$ cat src/rtl/sdh_pkg.sv
package sdh_pkg;
   localparam int WORD_W    = 32;
   localparam int NUM_REGS  = 6;
   localparam int CMD_BITS  = 8;
   localparam int DAT_LANES = 4;
   localparam int DAT_BEATS = WORD_W / DAT_LANES;

   // register indices (byte address >> 2)
   localparam logic [2:0] RIX_DIV   = 3'd0;
   localparam logic [2:0] RIX_ENA   = 3'd1;
   localparam logic [2:0] RIX_PEND  = 3'd2;
   localparam logic [2:0] RIX_START = 3'd3;
   localparam logic [2:0] RIX_CMD   = 3'd4;
   localparam logic [2:0] RIX_DAT   = 3'd5;

   // flag bit positions shared by enable and pending
   localparam int FLG_CMD_TX = 0;
   localparam int FLG_CMD_RX = 1;
   localparam int FLG_DAT_TX = 2;
   localparam int FLG_DAT_RX = 3;

   // start register trigger bits
   localparam int GO_CMD_TX = 0;
   localparam int GO_DAT_RX = 1;

   typedef struct packed {
      logic dat_rx;
      logic dat_tx;
      logic cmd_rx;
      logic cmd_tx;
   } sdh_flags_t;
endpackage

$ cat src/rtl/sdh_clkgen.sv
module sdh_clkgen #(
   parameter int DIV_W = 16
) (
   input  logic             clk,
   input  logic             rst_n,
   input  logic [DIV_W-1:0] div,
   output logic             sd_clk,
   output logic             rise,
   output logic             fall
);
   logic [DIV_W-1:0] half_m1;
   logic [DIV_W-1:0] cnt_q;
   logic             wrap;

   // a divider of zero behaves as one
   assign half_m1 = (div == '0) ? '0 : div - 1'b1;
   assign wrap    = (cnt_q >= half_m1);
   assign rise    = wrap & ~sd_clk;
   assign fall    = wrap &  sd_clk;

   always_ff @(posedge clk) begin
      if (!rst_n) begin
         cnt_q  <= '0;
         sd_clk <= 1'b0;
      end else if (wrap) begin
         cnt_q  <= '0;
         sd_clk <= ~sd_clk;
      end else begin
         cnt_q  <= cnt_q + 1'b1;
      end
   end
endmodule

$ cat src/rtl/sdh_txshift.sv
module sdh_txshift #(
   parameter int LANE_W = 1,
   parameter int BEATS  = 8
) (
   input  logic                    clk,
   input  logic                    rst_n,
   input  logic                    rise,
   input  logic                    fall,
   input  logic                    load,
   input  logic [LANE_W*BEATS-1:0] load_word,
   output logic                    busy,
   output logic                    done,
   output logic [LANE_W-1:0]       lane_o
);
   localparam int WORD_W = LANE_W * BEATS;
   localparam int CNT_W  = $clog2(BEATS);

   if (BEATS < 2) begin : g_bad_beats
      $error("sdh_txshift: BEATS must be at least 2");
   end
   if (LANE_W < 1) begin : g_bad_lane
      $error("sdh_txshift: LANE_W must be at least 1");
   end

   logic [WORD_W-1:0] sh_q;
   logic [CNT_W-1:0]  cnt_q;
   logic              seen_q;

   always_ff @(posedge clk) begin
      if (!rst_n) begin
         sh_q   <= '0;
         cnt_q  <= '0;
         seen_q <= 1'b0;
         busy   <= 1'b0;
         done   <= 1'b0;
      end else begin
         done <= 1'b0;
         if (!busy) begin
            if (load) begin
               sh_q   <= load_word;
               cnt_q  <= '0;
               seen_q <= 1'b0;
               busy   <= 1'b1;
            end
         end else if (rise) begin
            seen_q <= 1'b1;
         end else if (fall && seen_q) begin
            seen_q <= 1'b0;
            if (cnt_q == CNT_W'(BEATS - 1)) begin
               busy <= 1'b0;
               done <= 1'b1;
            end else begin
               sh_q  <= sh_q << LANE_W;
               cnt_q <= cnt_q + 1'b1;
            end
         end
      end
   end

   assign lane_o = busy ? sh_q[WORD_W-1 -: LANE_W] : '1;
endmodule

$ cat src/rtl/sdh_rxcap.sv
module sdh_rxcap #(
   parameter int LANE_W = 4,
   parameter int BEATS  = 8,
   parameter bit HUNT   = 1'b0
) (
   input  logic                    clk,
   input  logic                    rst_n,
   input  logic                    rise,
   input  logic                    arm,
   input  logic [LANE_W-1:0]       lane_i,
   output logic                    busy,
   output logic                    done,
   output logic [LANE_W*BEATS-1:0] word
);
   localparam int WORD_W = LANE_W * BEATS;
   localparam int CNT_W  = $clog2(BEATS);

   if (BEATS < 2) begin : g_bad_beats
      $error("sdh_rxcap: BEATS must be at least 2");
   end

   logic [WORD_W-1:0] sh_q;
   logic [WORD_W-1:0] sh_nxt;
   logic [CNT_W-1:0]  cnt_q;
   logic              last;

   assign sh_nxt = {sh_q[WORD_W-LANE_W-1:0], lane_i};
   assign last   = (cnt_q == CNT_W'(BEATS - 1));

   if (HUNT) begin : g_hunt
      // arm is a level: hunt for a low start beat, then run continuously
      always_ff @(posedge clk) begin
         if (!rst_n) begin
            sh_q <= '0; cnt_q <= '0; busy <= 1'b0; done <= 1'b0; word <= '0;
         end else begin
            done <= 1'b0;
            if (!arm) begin
               busy  <= 1'b0;
               cnt_q <= '0;
            end else if (rise) begin
               if (!busy) begin
                  if (lane_i == '0) begin
                     busy  <= 1'b1;
                     sh_q  <= sh_nxt;
                     cnt_q <= CNT_W'(1);
                  end
               end else begin
                  sh_q <= sh_nxt;
                  if (last) begin
                     word  <= sh_nxt;
                     done  <= 1'b1;
                     cnt_q <= '0;
                  end else begin
                     cnt_q <= cnt_q + 1'b1;
                  end
               end
            end
         end
      end
   end else begin : g_oneshot
      // arm is a pulse: capture exactly one word
      always_ff @(posedge clk) begin
         if (!rst_n) begin
            sh_q <= '0; cnt_q <= '0; busy <= 1'b0; done <= 1'b0; word <= '0;
         end else begin
            done <= 1'b0;
            if (!busy) begin
               if (arm) begin
                  busy  <= 1'b1;
                  cnt_q <= '0;
               end
            end else if (rise) begin
               sh_q <= sh_nxt;
               if (last) begin
                  word <= sh_nxt;
                  done <= 1'b1;
                  busy <= 1'b0;
               end else begin
                  cnt_q <= cnt_q + 1'b1;
               end
            end
         end
      end
   end
endmodule

$ cat src/rtl/sd_host_regs.sv
module sd_host_regs
   import sdh_pkg::*;
#(
   parameter int ADDR_W = 5,
   parameter int DIV_W  = 16
) (
   input  logic              clk,
   input  logic              rst_n,
   input  logic              bus_sel,
   input  logic              bus_we,
   input  logic [ADDR_W-1:0] bus_addr,
   input  logic [3:0]        bus_be,
   input  logic [31:0]       bus_wdata,
   output logic              bus_rvalid,
   output logic [31:0]       bus_rdata,
   input  logic              card_present,
   output logic              sd_clk,
   output logic              sd_cmd_o,
   output logic              sd_cmd_oe,
   input  logic              sd_cmd_i,
   output logic [3:0]        sd_dat_o,
   output logic              sd_dat_oe,
   input  logic [3:0]        sd_dat_i,
   output logic              irq
);
   localparam int IDX_W = ADDR_W - 2;

   if (ADDR_W < 5) begin : g_bad_addr
      $error("sd_host_regs: ADDR_W must be at least 5");
   end
   if (DIV_W < 1 || DIV_W > WORD_W) begin : g_bad_div
      $error("sd_host_regs: DIV_W must lie in 1..32");
   end

   // ---------------- bus decode ----------------
   logic [IDX_W-1:0] idx;
   logic [2:0]       rsel;
   logic             mapped, full_word, wr_hit, rd_req;
   logic             wr_div, wr_ena, wr_pend, wr_start, wr_cmd, wr_dat;

   assign idx       = bus_addr[ADDR_W-1:2];
   assign rsel      = idx[2:0];
   assign mapped    = (idx < IDX_W'(NUM_REGS));
   assign full_word = (bus_be == 4'hF);
   assign wr_hit    = bus_sel & bus_we & full_word & mapped;
   assign rd_req    = bus_sel & ~bus_we;
   assign wr_div    = wr_hit && (rsel == RIX_DIV);
   assign wr_ena    = wr_hit && (rsel == RIX_ENA);
   assign wr_pend   = wr_hit && (rsel == RIX_PEND);
   assign wr_start  = wr_hit && (rsel == RIX_START);
   assign wr_cmd    = wr_hit && (rsel == RIX_CMD);
   assign wr_dat    = wr_hit && (rsel == RIX_DAT);

   // ---------------- registers ----------------
   logic [DIV_W-1:0] div_q;
   sdh_flags_t       en_q, pend_q, pend_n;
   logic [1:0]       start_q;
   logic [7:0]       cmd_hold_q;

   // ---------------- engines ----------------
   logic              clk_rise, clk_fall;
   logic              cmd_busy, cmd_done, dat_busy, dat_done;
   logic              crx_busy, crx_done, drx_busy, drx_done;
   logic              cmd_launch, dat_launch, drx_arm;
   logic [7:0]        cmd_load;
   logic [7:0]        crx_byte;
   logic [WORD_W-1:0] drx_word;

   assign cmd_launch = card_present & ~cmd_busy &
                       (wr_cmd | (wr_start & bus_wdata[GO_CMD_TX]));
   assign cmd_load   = wr_cmd ? bus_wdata[7:0] : cmd_hold_q;
   assign dat_launch = card_present & ~dat_busy & wr_dat;
   assign drx_arm    = card_present & wr_start & bus_wdata[GO_DAT_RX];

   sdh_clkgen #(.DIV_W(DIV_W)) u_clkgen (
      .clk(clk), .rst_n(rst_n), .div(div_q),
      .sd_clk(sd_clk), .rise(clk_rise), .fall(clk_fall)
   );

   sdh_txshift #(.LANE_W(1), .BEATS(CMD_BITS)) u_cmd_tx (
      .clk(clk), .rst_n(rst_n), .rise(clk_rise), .fall(clk_fall),
      .load(cmd_launch), .load_word(cmd_load),
      .busy(cmd_busy), .done(cmd_done), .lane_o(sd_cmd_o)
   );

   sdh_txshift #(.LANE_W(DAT_LANES), .BEATS(DAT_BEATS)) u_dat_tx (
      .clk(clk), .rst_n(rst_n), .rise(clk_rise), .fall(clk_fall),
      .load(dat_launch), .load_word(bus_wdata),
      .busy(dat_busy), .done(dat_done), .lane_o(sd_dat_o)
   );

   sdh_rxcap #(.LANE_W(1), .BEATS(CMD_BITS), .HUNT(1'b1)) u_cmd_rx (
      .clk(clk), .rst_n(rst_n), .rise(clk_rise), .arm(en_q.cmd_rx),
      .lane_i(sd_cmd_i), .busy(crx_busy), .done(crx_done), .word(crx_byte)
   );

   sdh_rxcap #(.LANE_W(DAT_LANES), .BEATS(DAT_BEATS), .HUNT(1'b0)) u_dat_rx (
      .clk(clk), .rst_n(rst_n), .rise(clk_rise), .arm(drx_arm),
      .lane_i(sd_dat_i), .busy(drx_busy), .done(drx_done), .word(drx_word)
   );

   assign sd_cmd_oe = cmd_busy;
   assign sd_dat_oe = dat_busy;

   // ---------------- pending flags ----------------
   always_comb begin
      pend_n = pend_q;
      if (cmd_done && en_q.cmd_tx) pend_n.cmd_tx = 1'b1;
      if (dat_done && en_q.dat_tx) pend_n.dat_tx = 1'b1;
      if (crx_done && en_q.cmd_rx) pend_n.cmd_rx = 1'b1;
      if (drx_done && en_q.dat_rx) pend_n.dat_rx = 1'b1;
      if (wr_pend) begin
         if (bus_wdata[FLG_CMD_RX]) pend_n.cmd_rx = 1'b0;
         if (bus_wdata[FLG_DAT_RX]) pend_n.dat_rx = 1'b0;
      end
      if (cmd_launch) pend_n.cmd_tx = 1'b0;
      if (dat_launch) pend_n.dat_tx = 1'b0;
   end

   always_ff @(posedge clk) begin
      if (!rst_n) begin
         div_q      <= '0;
         en_q       <= '0;
         pend_q     <= '0;
         start_q    <= '0;
         cmd_hold_q <= '0;
      end else begin
         pend_q <= pend_n;
         if (wr_div)   div_q   <= bus_wdata[DIV_W-1:0];
         if (wr_ena)   en_q    <= sdh_flags_t'(bus_wdata[3:0]);
         if (wr_start) start_q <= bus_wdata[1:0];
         if (cmd_launch && wr_cmd) cmd_hold_q <= bus_wdata[7:0];
      end
   end

   assign irq = |pend_q;

   // ---------------- read path ----------------
   logic [31:0] rd_val;

   always_comb begin
      rd_val = '0;
      case (rsel)
         RIX_DIV:   rd_val = 32'(div_q);
         RIX_ENA:   rd_val = {28'd0, en_q};
         RIX_PEND:  rd_val = {28'd0, pend_q};
         RIX_START: rd_val = {30'd0, start_q};
         RIX_CMD:   rd_val = card_present ? {24'd0, crx_byte} : 32'h0000_00FF;
         RIX_DAT:   rd_val = card_present ? drx_word : 32'hFFFF_FFFF;
         default:   rd_val = '0;
      endcase
      if (!full_word || !mapped) rd_val = '0;
   end

   always_ff @(posedge clk) begin
      if (!rst_n) begin
         bus_rvalid <= 1'b0;
         bus_rdata  <= '0;
      end else begin
         bus_rvalid <= rd_req;
         bus_rdata  <= rd_req ? rd_val : '0;
      end
   end

   logic unused_bits;
   assign unused_bits = ^{bus_addr[1:0], bus_wdata, crx_busy, drx_busy};

   // ---------------- assertions ----------------
   p_cmd_edge_r3: assert property (@(posedge clk) disable iff (!rst_n)
      (sd_cmd_oe && $past(sd_cmd_oe) && (sd_cmd_o != $past(sd_cmd_o))) |-> $past(clk_fall))
      else $error("R3: command bit changed outside a falling tick");

   p_dat_edge_r5: assert property (@(posedge clk) disable iff (!rst_n)
      (sd_dat_oe && $past(sd_dat_oe) && (sd_dat_o != $past(sd_dat_o))) |-> $past(clk_fall))
      else $error("R5: data nibble changed outside a falling tick");

   p_txpend_after_release_r4: assert property (@(posedge clk) disable iff (!rst_n)
      $rose(pend_q.cmd_tx) |-> (!sd_cmd_oe && $past(sd_cmd_oe, 2)))
      else $error("R4: command pending rose without a finished transmit");

   p_rxpend_clear_r10: assert property (@(posedge clk) disable iff (!rst_n)
      $fell(pend_q.cmd_rx) |-> $past(wr_pend && bus_wdata[FLG_CMD_RX]))
      else $error("R10: command receive pending fell without a clearing write");

   p_absent_quiet_r11: assert property (@(posedge clk) disable iff (!rst_n)
      !card_present |=> (!$rose(sd_cmd_oe) && !$rose(sd_dat_oe)))
      else $error("R11: a line was driven after a cycle without a card");
endmodule

$ cat config.mk
export PLATFORM = sky130hd
export DESIGN_NAME = sd_host_regs
export DESIGN_NICKNAME = d
export VERILOG_FILES = /design/src/rtl/sdh_pkg.sv /design/src/rtl/sdh_clkgen.sv /design/src/rtl/sdh_txshift.sv /design/src/rtl/sdh_rxcap.sv /design/src/rtl/sd_host_regs.sv
export SDC_FILE = /design/constraint.sdc
export NUM_CORES = 1
export LEC_CHECK = 0
export BUFFER_PORTS_ARGS = -buffer_cell sky130_fd_sc_hd__buf_2
export CAP_MARGIN = 0
export CELL_PAD_IN_SITES_DETAIL_PLACEMENT = 1
export CELL_PAD_IN_SITES_GLOBAL_PLACEMENT = 1
export CORE_MARGIN = 8
export CORE_UTILIZATION = 41
export DETAILED_ROUTE_END_ITERATION = 8
export PLACE_DENSITY_LB_ADDON = 0.1
export SLEW_MARGIN = 15
export SYNTH_ARGS = -nofsm -noshare
export SYNTH_HDL_FRONTEND = slang
export SYNTH_SLANG_ARGS = --single-unit
$ cat constraint.sdc
create_clock -name clk -period 4 [get_ports clk]
set_clock_uncertainty 0.2 [all_clocks]
set_input_delay 0.2 -clock clk [delete_from_list [all_inputs] [get_ports clk]]
set_output_delay 0.2 -clock clk [all_outputs]
set_load 0.01 [all_outputs]
Word-level counts from Yosys, hierarchy flattened
Cells that the tools add are included.
{ "totals": {"register_bits": 221, "inputBits": 51, "out_inout_bits": 42, "wordCells": 197} }
{ "classes": {"add_sub_neg": 6, "n_lt_le_gt_ge": 2, "eq_ne": 21, "muxes": 70, "n_bitwise": 22, "n_reduce_logical": 41} }
{ "ops": {"columns": ["op", "count"], "rows": [
  ["$mux 32", 6],
  ["$pmux 32 s6", 1],
  ["$mux 8", 7],
  ["$mux 3", 17],
  ["$mux 1", 35],
  ["$eq 3x3->1 const B", 6],
  ["$add 16x1->16 const B", 1],
  ["$ge 16x16->1", 1],
  ["$logic_not 16->1", 1],
  ["$mux 16", 1],
  ["$ne 2x2->1 const B", 8],
  ["$reduce_and 4->1", 4],
  ["$sub 16x1->16 const B", 1],
  ["$mux 7", 2],
  ["$and 1x1->1", 13],
  ["$logic_and 1x1->1", 13],
  ["$add 3x1->3 const B", 4],
  ["$reduce_and 3->1", 4],
  ["$reduce_or 4->1", 3],
  ["$reduce_and 2->1", 5],
  ["$not 1->1", 8],
  ["$eq 3x2->1 const B", 2],
  ["$ne 3x3->1 const B", 2],
  ["$reduce_bool 2->1", 3],
  ["other kinds (11)", 14]
]} }

Longest topological paths before layout
Gate-level depths: netlist of the first run.
{ "logic_depth": {"depth_word": 9, "mapped_depth": 15} }

Hierarchy
From an unflattened synthesis of the first run, not the netlist that was laid out.
{ "hier_totals": {"hier_cells": 1184, "hier_area_um2": 10298.6} }
{ "modules_own_cells": {"columns": ["mod", "instances", "cells_per_inst", "area_per_inst_um2", "seq_area_each_um2"], "rows": [
  ["sd_host_regs", 1, 321, 2800.2, 1341.3],
  ["sdh_rxcap (u_dat_rx)", 1, 288, 2610.0, 1301.2],
  ["sdh_txshift (u_dat_tx)", 1, 235, 1973.1, 760.7],
  ["sdh_clkgen", 1, 175, 1381.3, 340.3],
  ["sdh_rxcap (u_cmd_rx)", 1, 94, 854.6, 400.4],
  ["sdh_txshift (u_cmd_tx)", 1, 71, 679.4, 280.3]
]} }

Worst setup path after synthesis of the first run
No wires, ideal clock.
{ "synth_path": {"path_kind": "reg2reg", "startpoint": "reg div_q[2]", "endpoint": "reg u_dat_rx.word[1]", "arrival_ns": 3.583, "t_required_ns": 3.672, "slack_ns": 0.090, "path_stages_with_launch": 15, "path_cell_list": "dfxtp_1 -> nor4_1 -> nand3_1 -> nor3_1 -> xor2_1 -> nand2_1 -> ha_1 -> nand4_2 -> or4_4 -> o32a_1 -> buf_6 -> a21oi_4 -> buf_8 -> mux2i_1 -> nor2_1"} }
{ "synth_via": {"elab_chain_len": 5, "word_cells_on_any_way": 6, "cone_classes": "add/sub (1); order compare (1); mux (1); bitwise (1); reduce/logical (2)"} }
{ "synth_lines": {"columns": ["element", "line_no", "source"], "rows": [
  ["from (decl)", "sd_host_regs.sv:55", "logic [DIV_W-1:0] div_q;"],
  ["from (signal assigned)", "sd_host_regs.sv:129", "if (wr_div) div_q <= bus_wdata[DIV_W-1:0];"],
  ["$sub 16x1->16 / $logic_not 16->1 (equally long branches)", "sdh_clkgen.sv:16", "assign half_m1 = (div == '0) ? '0 : div - 1'b1;"],
  ["$mux 16 *", "sdh_clkgen.sv:16", null],
  ["$ge 16x16->1 *", "sdh_clkgen.sv:17", "assign wrap = (cnt_q >= half_m1);"],
  ["$and 1x1->1 *", "sdh_clkgen.sv:18", "assign rise = wrap & ~sd_clk;"],
  ["$reduce_and 3->1 (no line) *", null, null],
  ["to (signal assigned)", "sdh_rxcap.sv:75", "word <= sh_nxt;"],
  ["to (decl)", "sdh_rxcap.sv:13", "output logic [LANE_W*BEATS-1:0] word"]
]} }
Every way passes the cells marked *; elsewhere a longest branch is shown, timed or not.
A chain may end at the register's enable or synchronous reset.

Worst setup path after layout of the first run
{ "layout_path": {"startpoint": "reg div_q[0]", "endpoint": "reg u_dat_rx.word[3]"} }
Same word-level chain as after synthesis.

==> results of run 1 <==
## worst max-delay path: stages, from the launching register on
cell	delay (ns)
sky130_fd_sc_hd__dfxtp_1	0.36
sky130_fd_sc_hd__inv_1	0.11
sky130_fd_sc_hd__ha_1	0.21
sky130_fd_sc_hd__nor2b_1	0.12
sky130_fd_sc_hd__nand4_1	0.14
sky130_fd_sc_hd__buf_4	0.22
sky130_fd_sc_hd__nand2_1	0.12
sky130_fd_sc_hd__ha_4	0.29
sky130_fd_sc_hd__nand4_1	0.10
sky130_fd_sc_hd__or4_4	0.54
sky130_fd_sc_hd__o32a_1	0.41
sky130_fd_sc_hd__buf_12	0.17
sky130_fd_sc_hd__a21oi_4	0.14
sky130_fd_sc_hd__buf_4	0.16
sky130_fd_sc_hd__clkbuf_16	0.16
sky130_fd_sc_hd__mux2i_1	0.20
sky130_fd_sc_hd__nor2_1	0.06
## layer usage
metal	vias up	part of all wire	track usage
li1	4045	-	-
met4	0	0.024	0.0523
met5	-	0	0
met3	42	0.033	0.0278
met1	3942	0.46	0.249
met2	108	0.48	0.330
## path summary, 6_finish.rpt
path	start	endpoint	slack, ns	cells past startpoint
worst max-delay path	div_q[0]	u_dat_rx.word[3]	0.12	16
worst min-delay path	bus_addr[3]	bus_rdata[4]	0.09	4
worst max register to register	div_q[0]	u_dat_rx.word[3]	0.12	16
worst min register to register	u_dat_rx.word[19]	bus_rdata[19]	0.24	2
## cell type report
class                   instances  area (um2)  area share
multi-input cells             755        5010       0.412
diodes                          2        5.00    0.000411
clock buffers                  34         679      0.0558
inverters                      23        88.8     0.00730
well taps                     319         399      0.0328
clock inverters                10         148      0.0121
repair buffers                184        1410       0.116
flip-flops and latches        221        4430       0.364
## cells in the final DEF (no fill, tap or decap), types with 4 or more instances in the layout
cell type / Yosys / layout
sky130_fd_sc_hd__a211oi_1: 15 / 15
sky130_fd_sc_hd__a211oi_2: 20 / 20
sky130_fd_sc_hd__a21oi_1: 63 / 63
sky130_fd_sc_hd__a2bb2oi_1: 4 / 4
sky130_fd_sc_hd__and2_1: 6 / 6
sky130_fd_sc_hd__and3_1: 6 / 5
sky130_fd_sc_hd__buf_12: 0 / 9
sky130_fd_sc_hd__buf_2: 4 / 90
sky130_fd_sc_hd__buf_4: 6 / 41
sky130_fd_sc_hd__clkbuf_1: 50 / 7
sky130_fd_sc_hd__clkbuf_16: 0 / 27
sky130_fd_sc_hd__dfxtp_1: 221 / 220
sky130_fd_sc_hd__dlygate4sd3_1: 0 / 41
sky130_fd_sc_hd__ha_1: 27 / 25
sky130_fd_sc_hd__inv_1: 23 / 22
sky130_fd_sc_hd__mux2_2: 10 / 10
sky130_fd_sc_hd__mux2i_1: 104 / 101
sky130_fd_sc_hd__nand2_1: 112 / 112
sky130_fd_sc_hd__nand2b_1: 19 / 19
sky130_fd_sc_hd__nand3_1: 62 / 61
sky130_fd_sc_hd__nand3b_1: 5 / 5
sky130_fd_sc_hd__nand4_1: 7 / 7
sky130_fd_sc_hd__nor2_1: 122 / 120
sky130_fd_sc_hd__nor3_1: 42 / 39
sky130_fd_sc_hd__o21ai_0: 43 / 42
sky130_fd_sc_hd__o221ai_1: 7 / 7
sky130_fd_sc_hd__xnor2_1: 14 / 14
sky130_fd_sc_hd__xor2_1: 12 / 12
## cell usage after synthesis, drive strengths merged (12+ instances only)
master	count	area (um2)
dfxtp	221	4420
nor2	122	458
nand2	112	420
mux2i	104	1040
a21oi	67	373
nand3	62	310
clkbuf	50	188
o21ai	44	220
nor3	42	210
a211oi	35	363
ha	27	338
inv	23	86.3
buf	21	148
nand2b	19	119
xnor2	14	123
xor2	12	105
## timing repair
item	CTS	global route
buffers inserted	0	5
hold buffers	41	0
hold endpoints to repair	93	0
gates resized for setup	1	18
pin swaps	0	7
gates cloned	0	2
endpoints found under the setup margin	2	116
## state kept, by name, indices dropped and copies added, names as in the netlist, 2 cells and up
signal	flops
bus_rdata	32
u_dat_rx.word	32
u_dat_tx.sh_q	32
u_dat_rx.sh_q	28
div_q	16
u_clkgen.cnt_q	16
cmd_hold_q	8
u_cmd_rx.word	8
u_cmd_tx.sh_q	8
u_cmd_rx.sh_q	7
en_q	4
pend_q	4
u_cmd_rx.cnt_q	3
u_cmd_tx.cnt_q	3
u_dat_rx.cnt_q	3
u_dat_tx.cnt_q	3
start_q	2
## cells by family (layout without fill, tap and decap cells)
kind of cell               count (synthesis)  after routing
AOI/OAI and AO/OA                        188            188
other                                      0              2
and+or+nand+nor                          400            400
DFF                                      221            221
muxes                                    114            114
adders and majority gates                 27             27
xor gates and xnor gates                  26             26
buffers and inverters                     94            251
## per-stage QoR
step / cell area, um2 / cells
after floorplan: 9730 / 1070
after global placement: 10700 / 1454
after detailed placement: 10700 / 1454
after CTS: 12000 / 1539
after global routing: 12200 / 1547
final: 12200 / 1548
## power groups by stage
stage          sequential, mW  clock, mW  combinational (mW)
2_1_floorplan            2.26          0               0.136
3_3_place_gp             2.26          0               0.251
3_5_place_dp             2.26          0               0.252
4_1_cts                  2.21       2.38               0.284
5_1_grt                  2.21       2.47               0.310
6_report                 2.21       2.32               0.289
==> results.md, run 1 <==
- The run finished with clean final reports.
- The final-report max-slew violation count is 0.
- The analysis attributes to net switching a power of 1.12 mW.
- For the final routed database, the setup TNS stands at 0 ns.
- The minimum clock period is 3.88 ns.
- At the end of the flow the core is filled with cells to 0.520.
- The global-route usage over all layers is 0.192.
- In the routed design, unresolved DRC markers number 0.
- The start-to-end type of the worst setup path is flop to flop.
- Entering global routing, the biggest net connects 92 pins.
- The wire length of the first global-routing pass is 45400 um.
- Of the total power, the share spent switching nets is 0.232.
- The worst-case IR drop observed on VDD is roughly 260 uV.
- Data on the critical path is required at its endpoint by 4.18 ns.
- For this run, the register share of the synthesized area comes to 0.455.
- In this run, CTS created clock tree buffers numbering 25.
- For this run, the number of Yosys warnings is 0.
- Of the total synthesized cell area, the portion taken by AND, OR, NAND and NOR gates is 0.189.
- At the end of the flow, the number of nets in the layout was approximately 1300.
- The number of distinct library cells after synthesis is 60.
- The type of origin of the critical path is a flop.
- The clock tree from TritonCTS is done.
- Synthesis produced a netlist whose cell count is ~1100.
- The total setup violations reported at the end of the flow is 0.
- The xor and xnor fraction of the mapped netlist area is 0.0234.
- Measured against the total synthesized area, the mux share comes to 0.119.
- The dominant register cell in the synthesized netlist is sky130_fd_sc_hd__dfxtp_1.
- The standard-cell row count is 56.
- The total congestion overflow is 0.
- Setup slack on the critical path of the routed design comes to 0.117 ns.
- The total number of vias is between 8000 and 9000.
- The sequential cell fraction of total power is 0.459.
- The TritonCTS sink count is approximately 220.
- The routed wirelength normalized by instance count is 18.4 um.
- When the netlist entered floorplanning its net count stood at 1148.
- The detailed router finished its first iteration with about 470 violations.
- The power density over the cells is approximately 400 nW/um2.
- The number of detailed-route iterations in the first pass is 4.
- The fraction of final layout cells with drive strength greater than 1 is 0.196.
- Port buffering added 90 buffers.
- After detailed routing, the number of vias per cell comes to 5.26.
- The min-delay analysis places its worst path in the category primary input to flop.
- Setup repair after global routing could not meet its margin everywhere.
- In this run, synthesis inferred 0 flip-flops with an integrated enable.
- Detailed placement finished with a half-perimeter wire length of between 15000 and 20000 um.
- In this run the count of I/O pins placed on the die edge is 93.
- The final layout contains routed wiring with a total length of about 28000 um.
- Before CTS, the worst setup slack after placement is approximately 0.0092 ns.
- The fraction of registers with async set/reset is 0.
- The average size of a mapped cell is 9.09 um2.
- The number of synthesized register bits is around 220.
- Across the run, the number of max-cap violations was 0.
- In this run the remaining antenna-violating nets after routing total 0.
- The post-synthesis cell area is approximately 10000 um2.
- Timing would allow up to roughly 260 MHz.
- The area growth from synthesis to layout is 25.1%.
- The relative max-transition margin is 0.300.
- The analysis attributes to cell leakage a power of about 4.4 nW.
- The overall die height is ~170 um.
- Of the total synthesized cell area, the portion taken by full adders, half adders and majority gates is 0.0347.
- The die area is a little under 30000 um2.
- In this run the number of H-tree levels came out at 1.
- For this configuration, the core starts out at a cell density of 0.416.
- The fraction of the mapped netlist area in compound gates is 0.136.
- The clock-pin transition on the worst setup and hold timing paths is around 0.060 ns.
- The arrival time of the worst setup path is 4.07 ns.
- The cell sitting at the root of the clock tree is a sky130_fd_sc_hd__clkbuf_16.
- The final hold slack is 0.0935 ns.
- The fraction of power consumed by the clock network is 0.482.
- The internal power is about 3.7 mW.
- The largest family of logic cells by synthesized area is simple AND/OR/NAND/NOR gates.
- The share of total power in combinational logic is 0.060.
- The nature of the critical path endpoint is a flop.
- The total count of hold-check failures in the final report is 0.
- The via count of the first global-routing pass is about 8400.
- In the finished design, the share of the clock period the worst path needs comes to 0.971.
- The clock reaches the later pin of the worst-skew pair after approximately 0.53 ns.
- The floorplan step defined a core boundary enclosing roughly 23000 um2.
- The final RePlAce weighted congestion is 0.807.
- In this run the deepest clock path goes through 3 buffers.
- Measured along the x axis, the die boundary spans 170 um.
- In this run the worst path has a maximum fanout of 14.
- The total power of the final layout is a little under 5 mW.
- The number of filler instances in the final layout is roughly 2700.
- The pin slew with the least headroom to its limit is approximately 1.0 ns.
- The initial antenna violation count was 1.
(Power assumes the default switching activity.)
==> run 2, diff against run 1 <==
CELL_PAD_IN_SITES_DETAIL_PLACEMENT = 2   (was 1)
CELL_PAD_IN_SITES_GLOBAL_PLACEMENT = 2   (was 1)
CORE_UTILIZATION = 33   (was 41)
==> results.md, run 2 (same netlist as run 1, synthesis figures left out) <==
- Leaving out fill and tap cells, the most frequent cell in the layout is sky130_fd_sc_hd__dfxtp_1.
- The post-placement cell count was 1537 (+5.7%).
- The initial antenna violation count was 2 (+1).
- The total power of the final layout is 5.04 mW (+4.4%).
- The utilization after layout is 0.428 (-0.0917).
- The required time of the critical path is 4.21 ns (+0.03 ns).
- The maximum fanout along the worst path is 7 (-7).
- The launch point of the worst hold path is bus_addr[2].
- The maximum clock insertion buffer count is 3 (unchanged).
- The total number of vias is 8420 (+3.5%).
- The final RePlAce weighted congestion is 0.743 (-8.0%).
- The maximum clock frequency is 260 MHz (+1.1%).
- The post-placement worst setup slack is 0.0458 ns (+0.0366 ns).
- The minimum clock period is 3.84 ns (-0.0428 ns).
- The peak per-stage delay on the critical path was 0.55 ns (about the same).
- The die area was 35200 um2 (+22%).
- The number of DRC violations after detailed-routing iteration 0 is 341 (-27%).
- The final non-filler cell total is 1644 (+6.2%).
- The remaining antenna violation count came to 0 (unchanged).
- The later-pin clock latency in the skew report is 0.55 ns (+0.02 ns).
- The arrival time of the worst setup path is 4.05 ns (-0.02 ns).
- The critical path goes through nor4_2 -> buf_4 -> buf_4 -> nand3_2 -> xnor2_1 -> nand2_1 -> ha_1 -> nand4_1 -> or4_4 -> o32a_1 -> buf_12 -> a21oi_4 -> buf_12 -> buf_12 -> mux2i_1 -> nor2_1.
- The half-perimeter wire length of the detailed placement result is 21600 um (+14%).
- The number of H-tree levels came to 1 (unchanged).
- Compared with the post-synthesis result, the final layout area differs by 29.0%.
- The number of detailed-route iterations in the first pass is 4 (unchanged).
- In this run the critical register-to-register path is launched from div_q[5].
- The DRC violation count after routing is 0 (unchanged).
- The summed area of non-filler cells in the final layout is 12600 um2 (+3.2%).
- In the layout the commonest cells are sky130_fd_sc_hd__dfxtp_1 (218), sky130_fd_sc_hd__nor2_1 (120), sky130_fd_sc_hd__nand2_1 (112).
- The global-route usage over all layers is 0.177 (-0.0150).
- The overall die width is 188 um (+10%).
- The clock buffer count from CTS is 27 (+8.0%).
- The fraction of final layout cells with drive strength greater than 1 is 0.220 (+0.0232).
- The number of buffers added on ports is 90 (unchanged).
- The relative max-transition margin is 0.341 (+0.0404).
- The most numerous cell on the critical path is sky130_fd_sc_hd__buf_12.
- The total setup violations reported at the end of the flow came to 0 (unchanged).
- The TritonCTS sink count is 221 (unchanged).
- The via count of the first global-routing pass is 9003 (+6.9%).
- The worst path setup slack after routing is 0.160 ns (+0.0428 ns).
- The routed via count divided by cell count is 5.12 (-2.6%).
- The area of placed instances is 10900 um2 (+1.4%).
- The aggregate routed wire length is 32800 um (+15%).
- The wire length of the first global-routing pass is 50900 um (+12%).
- The total count of hold-check failures in the final report is 0 (unchanged).
- The area of the core is 29300 um2 (+25%).
- The launching element of the worst setup path is div_q[5].
- The clock-pin transition on the worst setup and hold timing paths was 0.06 ns (about the same).
- The pin slew with the least headroom to its limit was 0.980 ns (-0.0600 ns).
- The max-cap check violation count is 0 (unchanged).
- The nature of the critical path endpoint is a flop.
- The final critical-path share of the clock period is 0.960 (-0.0107).
- The power density over the cells was 401 nW/um2 (+1.1%).
- The largest vdd supply drop is 305 uV (+16%).
- The highest-delay cell along the critical path is sky130_fd_sc_hd__or4_4.
- The routed wirelength normalized by instance count is 20.0 um (+8.6%).
- The total congestion overflow is 0 (unchanged).
- The clock tree from TritonCTS is done.
- The total number of nets in the final design is 1313 (+1.9%).
- The total I/O pin count is 93 (unchanged).
- The worst setup path is launched from a flop.
- The overall die height is 188 um (+10%).
- The leakage dissipation came to 4.54 nW (+3.9%).
- The flow ran to the end, and the final reports show no timing, DRC or antenna violations.
- The final-report max-slew violation count was 0 (unchanged).
- In the final layout, the registers with the most flip-flops are bus_rdata x32, u_dat_rx.word x32, u_dat_tx.sh_q x32.
- The standard-cell row count was 63 (+13%).
- The worst setup path is of the flop to flop kind.
- The number of filler instances in the final layout is 3151 (+16%).
- The type of the most critical hold path is primary input to flop.
- The initial standard-cell utilization of the core is 0.332 (-0.0839).
- The maximum number of pins on one net before global-route repair is 58 (-37%).
- The cell sitting at the root of the clock tree is a sky130_fd_sc_hd__clkbuf_16.
run 2: cell count changes in the layout (fill, tap and decap cells not counted), moves of 2 or more:
cell,before,now
sky130_fd_sc_hd__clkbuf_8,2,7
sky130_fd_sc_hd__buf_6,1,6
sky130_fd_sc_hd__mux2i_1,101,103
sky130_fd_sc_hd__o21ai_1,1,9
sky130_fd_sc_hd__dfxtp_1,220,218
sky130_fd_sc_hd__dfxtp_2,1,3
sky130_fd_sc_hd__clkbuf_16,27,31
sky130_fd_sc_hd__clkinvlp_4,3,0
sky130_fd_sc_hd__buf_4,41,59
sky130_fd_sc_hd__o21ai_0,42,34
sky130_fd_sc_hd__clkbuf_1,7,4
run 2: worst max-delay path: cells and delay by family (launching register included):
family / cells / cell delay [ns]
AOI/OAI and AO/OA: 2 / 0.53
and+or+nand+nor: 6 / 1.23
buffers and inverters: 5 / 0.74
muxes: 1 / 0.19
xor gates and xnor gates: 1 / 0.17
DFF: 1 / 0.32
adders and majority gates: 1 / 0.30
run 2: final timing paths:
check / slack [ns] / end / cells after the start
worst max-delay path: 0.16 / u_dat_rx.word[5] / 16
worst min-delay path: 0.08 / bus_rdata[1] / 3
worst max register to register: 0.16 / u_dat_rx.word[5] / 16
worst min register to register: 0.25 / bus_rdata[31] / 2
run 2: area by class of cell:
cell class                 instances  area, um2  area share
sequential                       221       4430       0.353
multi-input combinational        755       5020       0.400
inverter                          23       88.8     0.00708
clock inverter                     8        111     0.00887
tap                              390        488      0.0389
timing repair buffer             207       1620       0.129
antenna                            2       5.00    0.000399
clock buffer                      38        787      0.0627
run 2: metrics by stage:
stage | setup TNS (ns) | hold slack, ns
2_1_floorplan | 0 | 0.0939
3_3_place_gp | 0 | 0.238
4_1_cts | 0 | 0.0166
5_1_grt | -0.0892 | 0.0446
6_report | 0 | 0.0798
3_5_place_dp | 0 | 0.245
run 2: per-layer routing:
layer  vias to the layer above  wire (um)  track usage
met5                         -          0            0
li1                       4088          -            -
met4                         0        701       0.0455
met3                        44        964       0.0264
met2                       108      15900        0.305
met1                      4180      15300        0.229
run 2: report_power, final:
part           leakage, nW  switching (mW)  total, mW  internal [mW]
clock network        0.448           0.990       2.49           1.50
registers             1.78         0.00867       2.21           2.21
logic                 2.31           0.193      0.335          0.142
total                 4.54            1.19       5.04           3.85
run 2: what timing repair did:
action	4_1_cts	5_1_grt
hold endpoints to repair	84	0
setup buffers	1	12
gates resized for setup	1	39
setup endpoints to repair	1	135
hold buffers	40	0
cloned	1	5
pin swaps	1	11
